File: src/rtl/mmap_pkg.sv
package mmap_pkg;

  typedef enum logic [2:0] {
    RG_NONE = 3'd0,
    RG_ROM  = 3'd1,
    RG_RAM  = 3'd2,
    RG_LCD  = 3'd3,
    RG_IO   = 3'd4,
    RG_SEL0 = 3'd5
  } region_t;

  // Fixed windows take priority over the RAM half; the top half is ROM.
  function automatic region_t decode_region(
    input logic [7:0] hi,
    input logic [7:0] rsv_page,
    input logic [7:0] io_page,
    input logic [7:0] sel0_page,
    input logic [7:0] lcd_page
  );
    region_t r;
    if (hi[7])                 r = RG_ROM;
    else if (hi == rsv_page)   r = RG_NONE;
    else if (hi == io_page)    r = RG_IO;
    else if (hi == sel0_page)  r = RG_SEL0;
    else if (hi == lcd_page)   r = RG_LCD;
    else                       r = RG_RAM;
    return r;
  endfunction

endpackage

File: src/rtl/mmap_addr_latch.sv
module mmap_addr_latch #(
  parameter int DATA_W = 8
) (
  input  logic              clk,
  input  logic              rst_n,
  input  logic              as,
  input  logic [DATA_W-1:0] ad_in,
  output logic [DATA_W-1:0] addr_lo
);

  always_ff @(posedge clk or negedge rst_n) begin
    if (!rst_n)  addr_lo <= '0;
    else if (as) addr_lo <= ad_in;
  end

  AST_ADDR_HOLD: assert property (@(posedge clk) disable iff (!rst_n)
    !as |=> $stable(addr_lo)) else $error("addr_lo moved without strobe");

endmodule

File: src/rtl/mmap_bus_ctrl.sv
module mmap_bus_ctrl
  import mmap_pkg::*;
#(
  parameter logic [7:0] RSV_PAGE  = 8'h10,
  parameter logic [7:0] IO_PAGE   = 8'h11,
  parameter logic [7:0] SEL0_PAGE = 8'h12,
  parameter logic [7:0] LCD_PAGE  = 8'h14
) (
  input  logic       clk,
  input  logic       rst_n,
  input  logic       e_clk,
  input  logic       rw,
  input  logic [7:0] addr_hi,
  output logic       rom_cs_n,
  output logic       ram_cs_n,
  output logic       lcd_cs_n,
  output logic       io_cs_n,
  output logic       sel0_cs_n,
  output logic       rd_n,
  output logic       wr_n,
  output logic       io_rd,
  output logic       io_wr
);

  region_t region;
  logic    rd_act, wr_act;

  always_comb region = decode_region(addr_hi, RSV_PAGE, IO_PAGE, SEL0_PAGE, LCD_PAGE);

  assign rd_act = e_clk &  rw;
  assign wr_act = e_clk & ~rw;

  assign rom_cs_n  = ~(e_clk && region == RG_ROM);
  assign ram_cs_n  = ~(e_clk && region == RG_RAM);
  assign lcd_cs_n  = ~(e_clk && region == RG_LCD);
  assign io_cs_n   = ~(e_clk && region == RG_IO);
  assign sel0_cs_n = ~(e_clk && region == RG_SEL0);
  assign rd_n      = ~rd_act;
  assign wr_n      = ~wr_act;

  assign io_rd = rd_act && region == RG_IO;
  assign io_wr = wr_act && region == RG_IO;

  AST_ONE_SELECT: assert property (@(posedge clk) disable iff (!rst_n)
    $onehot0(~{rom_cs_n, ram_cs_n, lcd_cs_n, io_cs_n, sel0_cs_n})) else $error("two selects");
  AST_E_LOW_IDLE: assert property (@(posedge clk) disable iff (!rst_n)
    !e_clk |-> (&{rom_cs_n, ram_cs_n, lcd_cs_n, io_cs_n, sel0_cs_n, rd_n, wr_n})) else $error("active with E low");
  AST_RD_WR_EXCL: assert property (@(posedge clk) disable iff (!rst_n)
    !(!rd_n && !wr_n)) else $error("read and write together");
  AST_ROM_TOP: assert property (@(posedge clk) disable iff (!rst_n)
    !rom_cs_n |-> addr_hi[7]) else $error("ROM below top half");
  AST_RAM_LOW: assert property (@(posedge clk) disable iff (!rst_n)
    !ram_cs_n |-> !addr_hi[7]) else $error("RAM in top half");

endmodule

File: src/rtl/mmap_io_port.sv
module mmap_io_port #(
  parameter int DATA_W = 8
) (
  input  logic              clk,
  input  logic              rst_n,
  input  logic              io_rd,
  input  logic              io_wr,
  input  logic [DATA_W-1:0] ad_in,
  input  logic [DATA_W-1:0] in_reg,
  output logic [DATA_W-1:0] out_reg,
  output logic [DATA_W-1:0] ad_out,
  output logic              ad_oe,
  output logic              wr_fall
);

  logic              io_wr_q;
  logic [DATA_W-1:0] data_q;

  assign wr_fall = io_wr_q & ~io_wr;

  always_ff @(posedge clk or negedge rst_n) begin
    if (!rst_n) begin
      io_wr_q <= 1'b0;
      data_q  <= '0;
      out_reg <= '0;
    end else begin
      io_wr_q <= io_wr;
      if (io_wr)   data_q  <= ad_in;
      if (wr_fall) out_reg <= data_q;
    end
  end

  assign ad_oe  = io_rd;
  assign ad_out = ad_oe ? in_reg : '0;

  AST_OUT_STABLE: assert property (@(posedge clk) disable iff (!rst_n)
    !wr_fall |=> $stable(out_reg)) else $error("latch moved outside write end");
  AST_NO_RD_DURING_WR: assert property (@(posedge clk) disable iff (!rst_n)
    io_wr |-> !ad_oe) else $error("bus driven during write");

endmodule

File: src/rtl/mmap_decoder.sv
module mmap_decoder #(
  parameter int         DATA_W    = 8,
  parameter logic [7:0] RSV_PAGE  = 8'h10,
  parameter logic [7:0] IO_PAGE   = 8'h11,
  parameter logic [7:0] SEL0_PAGE = 8'h12,
  parameter logic [7:0] LCD_PAGE  = 8'h14
) (
  input  logic              clk,
  input  logic              rst_n,
  input  logic              e_clk,
  input  logic              rw,
  input  logic              as,
  input  logic [7:0]        addr_hi,
  input  logic [DATA_W-1:0] ad_in,
  input  logic [DATA_W-1:0] in_reg,
  output logic [DATA_W-1:0] ad_out,
  output logic              ad_oe,
  output logic [DATA_W-1:0] addr_lo,
  output logic [DATA_W-1:0] out_reg,
  output logic              rom_cs_n,
  output logic              ram_cs_n,
  output logic              lcd_cs_n,
  output logic              io_cs_n,
  output logic              sel0_cs_n,
  output logic              rd_n,
  output logic              wr_n
);

  logic io_rd, io_wr, wr_fall;

  mmap_addr_latch #(.DATA_W(DATA_W)) u_alat (
    .clk(clk), .rst_n(rst_n), .as(as), .ad_in(ad_in), .addr_lo(addr_lo)
  );

  mmap_bus_ctrl #(
    .RSV_PAGE(RSV_PAGE), .IO_PAGE(IO_PAGE), .SEL0_PAGE(SEL0_PAGE), .LCD_PAGE(LCD_PAGE)
  ) u_ctrl (
    .clk(clk), .rst_n(rst_n), .e_clk(e_clk), .rw(rw), .addr_hi(addr_hi),
    .rom_cs_n(rom_cs_n), .ram_cs_n(ram_cs_n), .lcd_cs_n(lcd_cs_n),
    .io_cs_n(io_cs_n), .sel0_cs_n(sel0_cs_n), .rd_n(rd_n), .wr_n(wr_n),
    .io_rd(io_rd), .io_wr(io_wr)
  );

  mmap_io_port #(.DATA_W(DATA_W)) u_io (
    .clk(clk), .rst_n(rst_n), .io_rd(io_rd), .io_wr(io_wr), .ad_in(ad_in),
    .in_reg(in_reg), .out_reg(out_reg), .ad_out(ad_out), .ad_oe(ad_oe),
    .wr_fall(wr_fall)
  );

  AST_OE_NEEDS_IO: assert property (@(posedge clk) disable iff (!rst_n)
    ad_oe |-> (!io_cs_n && !rd_n)) else $error("bus driven outside I/O read");
  AST_FALL_AFTER_IO: assert property (@(posedge clk) disable iff (!rst_n)
    wr_fall |-> $past(!io_cs_n && !wr_n)) else $error("latch load without I/O write");

endmodule

File: config.mk
export PLATFORM = sky130hd
export DESIGN_NAME = mmap_decoder
export DESIGN_NICKNAME = d
export VERILOG_FILES = /design/src/rtl/mmap_pkg.sv /design/src/rtl/mmap_addr_latch.sv /design/src/rtl/mmap_bus_ctrl.sv /design/src/rtl/mmap_io_port.sv /design/src/rtl/mmap_decoder.sv
export SDC_FILE = /design/constraint.sdc
export NUM_CORES = 1
export LEC_CHECK = 0
export BUFFER_PORTS_ARGS = -buffer_cell sky130_fd_sc_hd__buf_2
export CAP_MARGIN = 10
export CORE_ASPECT_RATIO = 1.5
export CORE_UTILIZATION = 35
export CTS_CLUSTER_DIAMETER = 150
export DETAILED_ROUTE_END_ITERATION = 8
export GPL_TIMING_DRIVEN = 0
export PLACE_DENSITY = 0.71
export SETUP_SLACK_MARGIN = 0.4
export SLEW_MARGIN = 20
export SYNTH_ARGS = -nofsm -noshare
export SYNTH_HDL_FRONTEND = slang
export SYNTH_HIERARCHICAL = 1
export SYNTH_SLANG_ARGS = --single-unit
export TNS_END_PERCENT = 10
File: constraint.sdc
create_clock -name clk -period 3 [get_ports clk]
set_input_delay 0.15 -clock clk [delete_from_list [all_inputs] [get_ports clk]]
set_output_delay 0.15 -clock clk [all_outputs]
set_load 0.02 [all_outputs]
==> impl_results.md, run 1 <==
- Status: completed
- Post-synthesis sequential area ratio: 52.5%
- Final setup TNS: 0 ps
- Syn_area_per_cell: 15.1 um2
- Reg2reg end: u_io/out_reg[2]
- Yosys top cell area share: 52.5%
- Post-Syn Instances: 79
- FMAX: 637 MHz
- Worst Tran Pin Value: 527 ps
- Worst skew pair latency: 260 ps
- Area Growth Syn to Fin: 33.6%
- DRT antenna net count: 0
- CTS Buffer Depth: 2
- Width of the die: 49.7 um
- FF-to-FF setup slack: 1960 ps
- Root Buffer: clkbuf_8
- Via count: 887
- Count leader, synth: dfrtp_1
- Core area: 0.00319 mm2
- Post-CTS Repair Setup Buffers: 0
- Worst Setup End Kind: primary output
- Chip height: 73.5 um
- DR iter-0 viols: 12
- Total GRT Usage: 15.3%
- CTS tree: yes
- Main synth FF type: dfrtp_1
- Number of I/O port buffers: 59
- Placed insts: 178
- Antenna Cells: 0
- Final worst path period share: 52.3%
- Period minus WS final: 1570 ps
- Num CTS Buffers: 3
- Placer Congestion: 0.867
- Utilization after layout: 49.9%
- Hold Path Class: in -> reg
- Max Cap Viol: 0
- Worst Setup EP: ad_out[1]
- Final Hold Fails: 0
- P per Cell Area: 403 mW/mm2
- Pre-antenna DRT Iters: 4
- Final worst setup slack: 1430 ps
- Yosys cell types: 22
- Pre-CTS setup slack: 1180 ps
- Post-synth EDFFs: 0
- Critical path class: in -> out
- DRT Wirelength: 2.51 mm
- CTS sink count: 25
- Cell taking the most area after synthesis: dfrtp_1
- CP Launch Type: input port
- Most instantiated cells after synthesis: dfrtp_1 (25), mux2_4 (16), and2_1 (8), mux2_2 (8)
- Static Leakage: 0.860 nW
- Final count of pins violating max slew: 0
- #FFs+latches synth: 25
- Slew headroom: 64.9%
- Filler instances: 296
- Setup-failing EPs final: 0
- Starting density of the core: 37.4%
- Critical path arrival: 1420 ps
- Asr flop ratio synth: 100%
- Largest net degree at the start of global routing: 26
- Worst Clk Skew: 1.83 ps
- Gr ovfl total: 0
- Cells on worst reg2reg path: 3
- Post-synthesis net count: 108
- Via density: 4.85
- Die area: 0.00365 mm2
- RSZ-0062 raised after global routing: false
- First-pass GRT wire length: 4.11 mm
- Largest cells by area after synthesis: dfrtp_1 (52%), mux2_4 (20%), mux2_2 (7.6%)
- Antenna violations before repair: 0
- Vias in the first global route: 954
- Worst R2R Start: u_io/io_wr_q
- Reg clk slew, reported paths: 70 ps
- Post_cts resized: 0
- Share of cells above drive strength 1: 64.3%
- DR WL/cell: 13.7 um
- DRC violations left: 0
- Row Count: 25
- Critical Path Source: addr_hi[5]
- CTS H-Tree Depth: 1
- Warning count from the yosys run: 6
- WP data required: 2850 ps
- VDD IR-drop max: 0.000225 V
- Nets: 173
- Post-Layout Cell Count: 183
- Crit path max fanout: 9
- Cell Area, Synth: 0.00119 mm2
- # IOs: 61
==> metal layers <==
layer  part of all wire (%)  up-vias  track usage, %
li1                       -      404               -
met1                     34      420            15.3
met2                     54       56            28.8
met3                    7.6        7            2.07
met4                    3.5        0            10.5
met5                      0        -               0
==> power breakdown <==
| group | switching [mW] | internal [mW] |
|---|---|---|
| Clock | 0.0925 | 0.0947 |
| Sequential | 0.00718 | 0.351 |
| Combinational | 0.0500 | 0.0467 |
==> worst min path at each step <==
stage / slack [ps] / depth (start not counted) / endpoint / start
floorplan: -150 / 0 / u_alat/addr_lo[0] / rst_n
global placement: 150 / 1 / u_io/out_reg[4] / rst_n
detailed placement: 160 / 1 / u_alat/addr_lo[4] / rst_n
CTS: 120 / 2 / u_alat/addr_lo[4] / ad_in[4]
global route: 120 / 2 / u_alat/addr_lo[4] / ad_in[4]
finish: 130 / 2 / u_alat/addr_lo[7] / ad_in[7]
==> layout by cell type, fill, tap and decap left out, types with 2 or more instances in the layout <==
cell,count
buf_2,59
dfrtp_1,25
mux2_4,16
and2_1,8
mux2_2,8
clkbuf_8,3
buf_6,2
nand2_1,2
nor2_1,2
nand4b_1,2
==> stage by stage <==
step	power (mW)	area (um2)	hold slack, ps
floorplan	0.412	1190	-146
global placement	0.457	1540	151
detailed placement	0.461	1540	162
CTS	0.653	1590	119
global route	0.676	1590	123
finish	0.642	1590	128
==> timing repair <==
item,CTS,global route
hold endpoints to repair,25,0
hold buffers,1,0
endpoints found under the setup margin,0,0
==> final cells by class <==
type	count	area, um2	area share, %
sequential	25	626	39.3
timing repair buffer	60	305	19.2
buffer	4	50.0	3.14
multi-input combinational	50	517	32.4
tap	40	50.0	3.14
clock buffer	4	45.0	2.83
==> worst max-delay path, cell delays in order <==
cell and delay (ps):
buf_2 110, nor4b_2 470, and3_1 360, and2_1 170, buf_2 160
==> cell families (layout without fill, tap and decap cells) <==
kind of cell / count (synthesis) / count (layout) / share of synthesized area [%]
and+or+nand+nor: 24 / 24 / 14.4
muxes: 24 / 24 / 27.7
AOI/OAI and AO/OA: 1 / 1 / 0.419
DFF: 25 / 25 / 52.5
adders and majority gates: 1 / 1 / 0.839
buffers and inverters: 4 / 68 / 4.20
Power figures use the tool's default switching activity.
==> run 2, diff against run 1 <==
clock period = 1.5 ns   (was 3 ns; I/O delays follow)
==> impl_results.md, run 2 (synthesis gave the netlist of run 1 again) <==
- RSZ-0062 raised after global routing: true (was false)
- DRT antenna net count: 0 (unchanged)
- P_sw: 0.310 mW (was 0.150 mW)
- Slew headroom: 64.8% (was 64.9%)
- Buffers & Inverters on Critical Path: 3 (was 2)
- Final worst setup slack: 331 ps (was 1430 ps)
- Final Instance Area: 0.00167 mm2 (was 0.00159 mm2)
- Antenna violations before repair: 0 (unchanged)
- Critical path arrival: 1320 ps (was 1420 ps)
- DR WL/cell: 12.7 um (was 13.7 um)
- Via count: 882 (was 887)
- CTS sink count: 25 (unchanged)
- WP data required: 1650 ps (was 2850 ps)
- Number of I/O port buffers: 59 (unchanged)
- Filler instances: 286 (was 296)
- Core area: 0.00319 mm2 (unchanged)
- First-pass GRT wire length: 3.80 mm (was 4.11 mm)
- Reg clk slew, reported paths: 80 ps (was 70 ps)
- DRC violations left: 0 (unchanged)
- Worst Setup End Kind: flop (was primary output)
- Share of cells above drive strength 1: 66.4% (was 64.3%)
- FF-to-FF setup slack: 450 ps (was 1960 ps)
- Width of the die: 49.7 um (unchanged)
- Placed Instance Area: 0.00155 mm2 (was 0.00154 mm2)
- Crit path max-delay family: simple AND/OR/NAND/NOR gates (unchanged)
- Slowest CP cell: mux2_4 (was nor4b_2)
- Final Hold Fails: 0 (unchanged)
- CTS Buffer Depth: 2 (unchanged)
- Static Leakage: 0.894 nW (was 0.860 nW)
- PnR Total Power: 1.30 mW (was 0.642 mW)
- Post-Layout Cell Count: 186 (was 183)
- Critical path class: in -> reg (was in -> out)
- CP Launch Type: input port (unchanged)
- Commonest cells after routing, fill and taps aside: buf_2 (57), dfrtp_1 (25), mux2_4 (16) (was buf_2 (59), dfrtp_1 (25), mux2_4 (16))
- Vias in the first global route: 905 (was 954)
- P per Cell Area: 782 mW/mm2 (was 403 mW/mm2)
- Period minus WS final: 1170 ps
- Status: completed (unchanged)
- Pre-antenna DRT Iters: 3 (was 4)
- Worst hold slack: 52.1 ps (was 128 ps)
- Switching Fraction: 23.8% (was 23.3%)
- Hpwl dp: 1.83 mm
- Placed insts: 178 (unchanged)
- Utilization after layout: 52.2% (was 49.9%)
- Nets: 176 (was 173)
- Worst Clk Skew: 7.88 ps (was 1.83 ps)
- Multi-input gate area: 538 um2 (was 517 um2)
- Total area of sequential cells: 626 um2 (unchanged)
- CTS H-Tree Depth: 1 (unchanged)
- Final setup TNS: 0 ps (unchanged)
- VDD IR-drop max: 0.000413 V (was 0.000225 V)
- Seq pwr share: 55.0% (was 55.8%)
- Combinational power share: 15.7% (was 15.1%)
- Antenna Cells: 0 (unchanged)
- Row Count: 25 (unchanged)
- Crit path max fanout: 8 (was 9)
- Worst-path cell chain: buf_2, nor3b_4, and4_1, buf_6, nor2b_4, buf_12, mux2_4 (was buf_2, nor4b_2, and3_1, and2_1, buf_2)
- Clk pwr share: 29.4% (was 29.2%)
- # IOs: 61 (unchanged)
- Final worst path period share: 77.9%
- Die area: 0.00365 mm2 (unchanged)
- Num CTS Buffers: 3 (unchanged)
- Starting density of the core: 37.4% (unchanged)
- Placer Congestion: 0.727 (was 0.867)
- Final count of pins violating max slew: 0 (unchanged)
- Hold Path Class: in -> reg (unchanged)
- Via density: 4.74 (was 4.85)
- Gr ovfl total: 0 (unchanged)
- Area Growth Syn to Fin: 39.7% (was 33.6%)
- DR iter-0 viols: 14 (was 12)
- Total GRT Usage: 13.2% (was 15.3%)
- Worst skew pair latency: 270 ps (was 260 ps)
- Setup-failing EPs final: 0 (unchanged)
- Most common cell after layout, fill and taps aside: buf_2 (unchanged)
- FMAX: 856 MHz
- CTS tree: yes (unchanged)
- Chip height: 73.5 um (unchanged)
- Max Cap Viol: 0 (unchanged)
- Largest net degree at the start of global routing: 26 (unchanged)
- Slowest cell delay on critical path: 300 ps (was 470 ps)
- Root Buffer: clkbuf_8 (unchanged)
- Worst Tran Pin Value: 529 ps (was 527 ps)
- Pre-CTS setup slack: -164 ps (was 1180 ps)
- Pint: 0.993 mW (was 0.492 mW)
- DRT Wirelength: 2.37 mm (was 2.51 mm)
run 2: metal layers:
metal	part of all wire [%]	global-route usage [%]	vias up
li1	-	-	412
met5	0	0	-
met4	0.97	4.76	0
met2	54	26.1	54
met3	7.8	2.07	3
met1	37	13.7	413
run 2: power by group through the flow:
stage,Combinational (mW),Sequential (mW),Clock [mW]
6_report,0.204,0.716,0.383
5_1_grt,0.218,0.719,0.416
4_1_cts,0.203,0.716,0.397
3_5_place_dp,0.193,0.730,0
3_3_place_gp,0.187,0.727,0
2_1_floorplan,0.0708,0.755,0
run 2: cell type report:
type	instances	share of cell area, %
plain buffers	4	3.01
clock buffers	4	2.70
multi-input cells	50	32.3
flip-flops and latches	25	37.6
well taps	40	3.01
repair buffers	63	21.4
run 2: final timing paths:
kind,start,endpoint,cells after the start
worst max register to register,u_io/io_wr_q,u_io/out_reg[5],3
min in group asynchronous,rst_n,u_io/out_reg[3],2
max in group asynchronous,rst_n,u_io/out_reg[7],2
worst max-delay path,addr_hi[7],u_io/out_reg[5],7
worst min-delay path,ad_in[6],u_alat/addr_lo[6],2
worst min register to register,u_io/data_q[3],u_io/out_reg[3],1
run 2: repair_timing:
action,in CTS,in global routing
gates resized for setup,5,1
hold buffers,1,0
pin swaps,2,2
endpoints found under the setup margin,26,26
buffers inserted,2,1
hold endpoints to repair,25,0
==> run 3, diff against run 2 <==
clock period = 1.1 ns   (was 1.5 ns; I/O delays follow)
==> impl_results.md, run 3 (synthesis gave the netlist of run 1 again) <==
- Status: finished, violations left (was completed)
- Failing checks: hold timing, setup timing
- FMAX: 870 MHz
- Placer Congestion: 0.727 (unchanged)
- Slew headroom: 64.6% (was 64.8%)
- Crit path max fanout: 8 (unchanged)
- Period minus WS final: 1150 ps
- Final worst path period share: 104%
- Post-Layout Cell Count: 185 (was 186)
- Die area: 0.00365 mm2 (unchanged)
- VDD IR-drop max: 0.000621 V (was 0.000413 V)
- Chip height: 73.5 um (unchanged)
- DRC violations left: 0 (unchanged)
- Commonest cells after routing, fill and taps aside: buf_2 (37), dfrtp_1 (25), mux2_4 (24) (was buf_2 (57), dfrtp_1 (25), mux2_4 (16))
- Root Buffer: clkbuf_8 (unchanged)
- DR iter-0 viols: 17 (was 14)
- Slowest CP cell: mux2_4 (unchanged)
- Clk pwr share: 28.4% (was 29.4%)
- Nets: 175 (was 176)
- P_sw: 0.431 mW (was 0.310 mW)
- Largest net degree at the start of global routing: 26 (unchanged)
- Antenna violations before repair: 0 (unchanged)
- Core area: 0.00319 mm2 (unchanged)
- Combinational power share: 17.6% (was 15.7%)
- CP Launch Type: input port (unchanged)
- CTS Buffer Depth: 2 (unchanged)
- WP data required: 1250 ps (was 1650 ps)
- CTS H-Tree Depth: 1 (unchanged)
- First-pass GRT wire length: 4.00 mm (was 3.80 mm)
- Via count: 906 (was 882)
- Gr ovfl total: 0 (unchanged)
- Seq pwr share: 54.0% (was 55.0%)
- # IOs: 61 (unchanged)
- Number of I/O port buffers: 59 (unchanged)
- Most common cell after layout, fill and taps aside: buf_2 (unchanged)
- Reg clk slew, reported paths: 80 ps (about the same)
- Placed insts: 178 (unchanged)
- Width of the die: 49.7 um (unchanged)
- Area Growth Syn to Fin: 52.2% (was 39.7%)
- Final worst setup slack: -49.3 ps (was 331 ps)
- Hold Path Class: in -> async (was in -> reg)
- Worst Setup End Kind: flop (unchanged)
- Final count of pins violating max slew: 0 (unchanged)
- Num CTS Buffers: 3 (unchanged)
- Pre-antenna DRT Iters: 2 (was 3)
- DR WL/cell: 13.5 um (was 12.7 um)
- Via density: 4.90 (was 4.74)
- Max Cap Viol: 0 (unchanged)
- Hpwl dp: 1.83 mm (unchanged)
- Worst Tran Pin Value: 531 ps (was 529 ps)
- Worst-path cell chain: buf_8, nor4b_4, and4_1, buf_6, nor2b_4, buf_12, mux2_4 (was buf_2, nor3b_4, and4_1, buf_6, nor2b_4, buf_12, mux2_4)
- Antenna Cells: 0 (unchanged)
- Final Hold Fails: 25 (was 0)
- Worst hold slack: -239 ps (was 52.1 ps)
- Vias in the first global route: 909 (was 905)
- Worst Clk Skew: 6.49 ps (was 7.88 ps)
- RSZ-0062 raised after global routing: true (unchanged)
- CTS tree: yes (unchanged)
- Critical path class: in -> reg (unchanged)
- DRT antenna net count: 0 (unchanged)
- Row Count: 25 (unchanged)
- Static Leakage: 0.933 nW (was 0.894 nW)
- CTS sink count: 25 (unchanged)
- Slowest cell delay on critical path: 300 ps (about the same)
- Starting density of the core: 37.4% (unchanged)
- DRT Wirelength: 2.51 mm (was 2.37 mm)
- Critical path arrival: 1300 ps (was 1320 ps)
- Final setup TNS: -314 ps (was 0 ps)
- Worst skew pair latency: 260 ps (was 270 ps)
- Share of cells above drive strength 1: 67.6% (was 66.4%)
- P per Cell Area: 1010 mW/mm2 (was 782 mW/mm2)
- Switching Fraction: 23.6% (was 23.8%)
- Total GRT Usage: 14.1% (was 13.2%)
- Setup-failing EPs final: 10 (was 0)
- Pint: 1.39 mW (was 0.993 mW)
-- run 3: cell count changes in the layout (fill, tap and decap cells not counted) --
| cell | previous run | this run |
|---|---|---|
| o21ai_2 | 0 | 1 |
| buf_2 | 57 | 37 |
| o21ai_1 | 1 | 0 |
| buf_6 | 3 | 23 |
| mux2_4 | 16 | 24 |
| mux2_2 | 8 | 0 |
| dlygate4sd3_1 | 1 | 0 |
-- run 3: path summary, 6_finish.rpt --
| check | from | endpoint | slack, ps | cells after the start |
|---|---|---|---|---|
| worst max register to register | u_io/io_wr_q | u_io/out_reg[5] | 50 | 3 |
| max in group asynchronous | rst_n | u_io/data_q[3] | 980 | 1 |
| worst min register to register | u_io/data_q[3] | u_io/out_reg[3] | 510 | 1 |
| min in group clk | ad_in[6] | u_io/data_q[6] | 30 | 2 |
| worst max-delay path | addr_hi[6] | u_io/out_reg[5] | -50 | 7 |
| worst min-delay path | rst_n | u_io/io_wr_q | -240 | 1 |
-- run 3: layout make-up --
class,count,area [um2]
buffer,4,50.0
fill,265,1380
multi-input combinational,50,572
tap,40,50.0
timing repair buffer,62,472
clock buffer,4,45.0
sequential,25,626
-- run 3: repair_timing --
item / 4_1_cts / 5_1_grt
endpoints found under the setup margin: 53 / 53
hold endpoints to repair: 25 / 25
pin swaps: 5 / 3
buffers inserted: 2 / 1
gates resized for setup: 49 / 6
-- run 3: metrics by stage --
| step | utilization, % | cell area [um2] | worst slack [ps] | total power, mW |
|---|---|---|---|---|
| 2_1_floorplan | - | 1200 | -243 | 1.13 |
| 3_3_place_gp | 48.5 | 1550 | -472 | 1.25 |
| 3_5_place_dp | 48.5 | 1550 | -544 | 1.26 |
| 4_1_cts | 55.9 | 1780 | -53.9 | 1.84 |
| 5_1_grt | 56.9 | 1810 | -82.1 | 1.90 |
| 6_report | 56.9 | 1810 | -49.3 | 1.83 |
-- run 3: metal layers --
metal	track usage (%)	up-vias	part of all wire (%)
met1	14.9	441	37
li1	-	409	-
met4	4.76	0	0.68
met3	2.28	2	7.4
met5	0	-	0
met2	27.5	54	55
-- run 3: critical path, delay by kind of cell --
kind	cells	cell delay, ps
buffers and inverters	3	360
multiplexers	1	300
AND/OR/NAND/NOR	3	580
-- run 3: power by group through the flow --
stage,Clock [mW],Sequential [mW],Combinational (mW)
after floorplan,0,1.03,0.0966
after global routing,0.568,0.988,0.341
after CTS,0.541,0.985,0.316
after detailed placement,0,0.995,0.264
final,0.519,0.985,0.322
after global placement,0,0.991,0.255
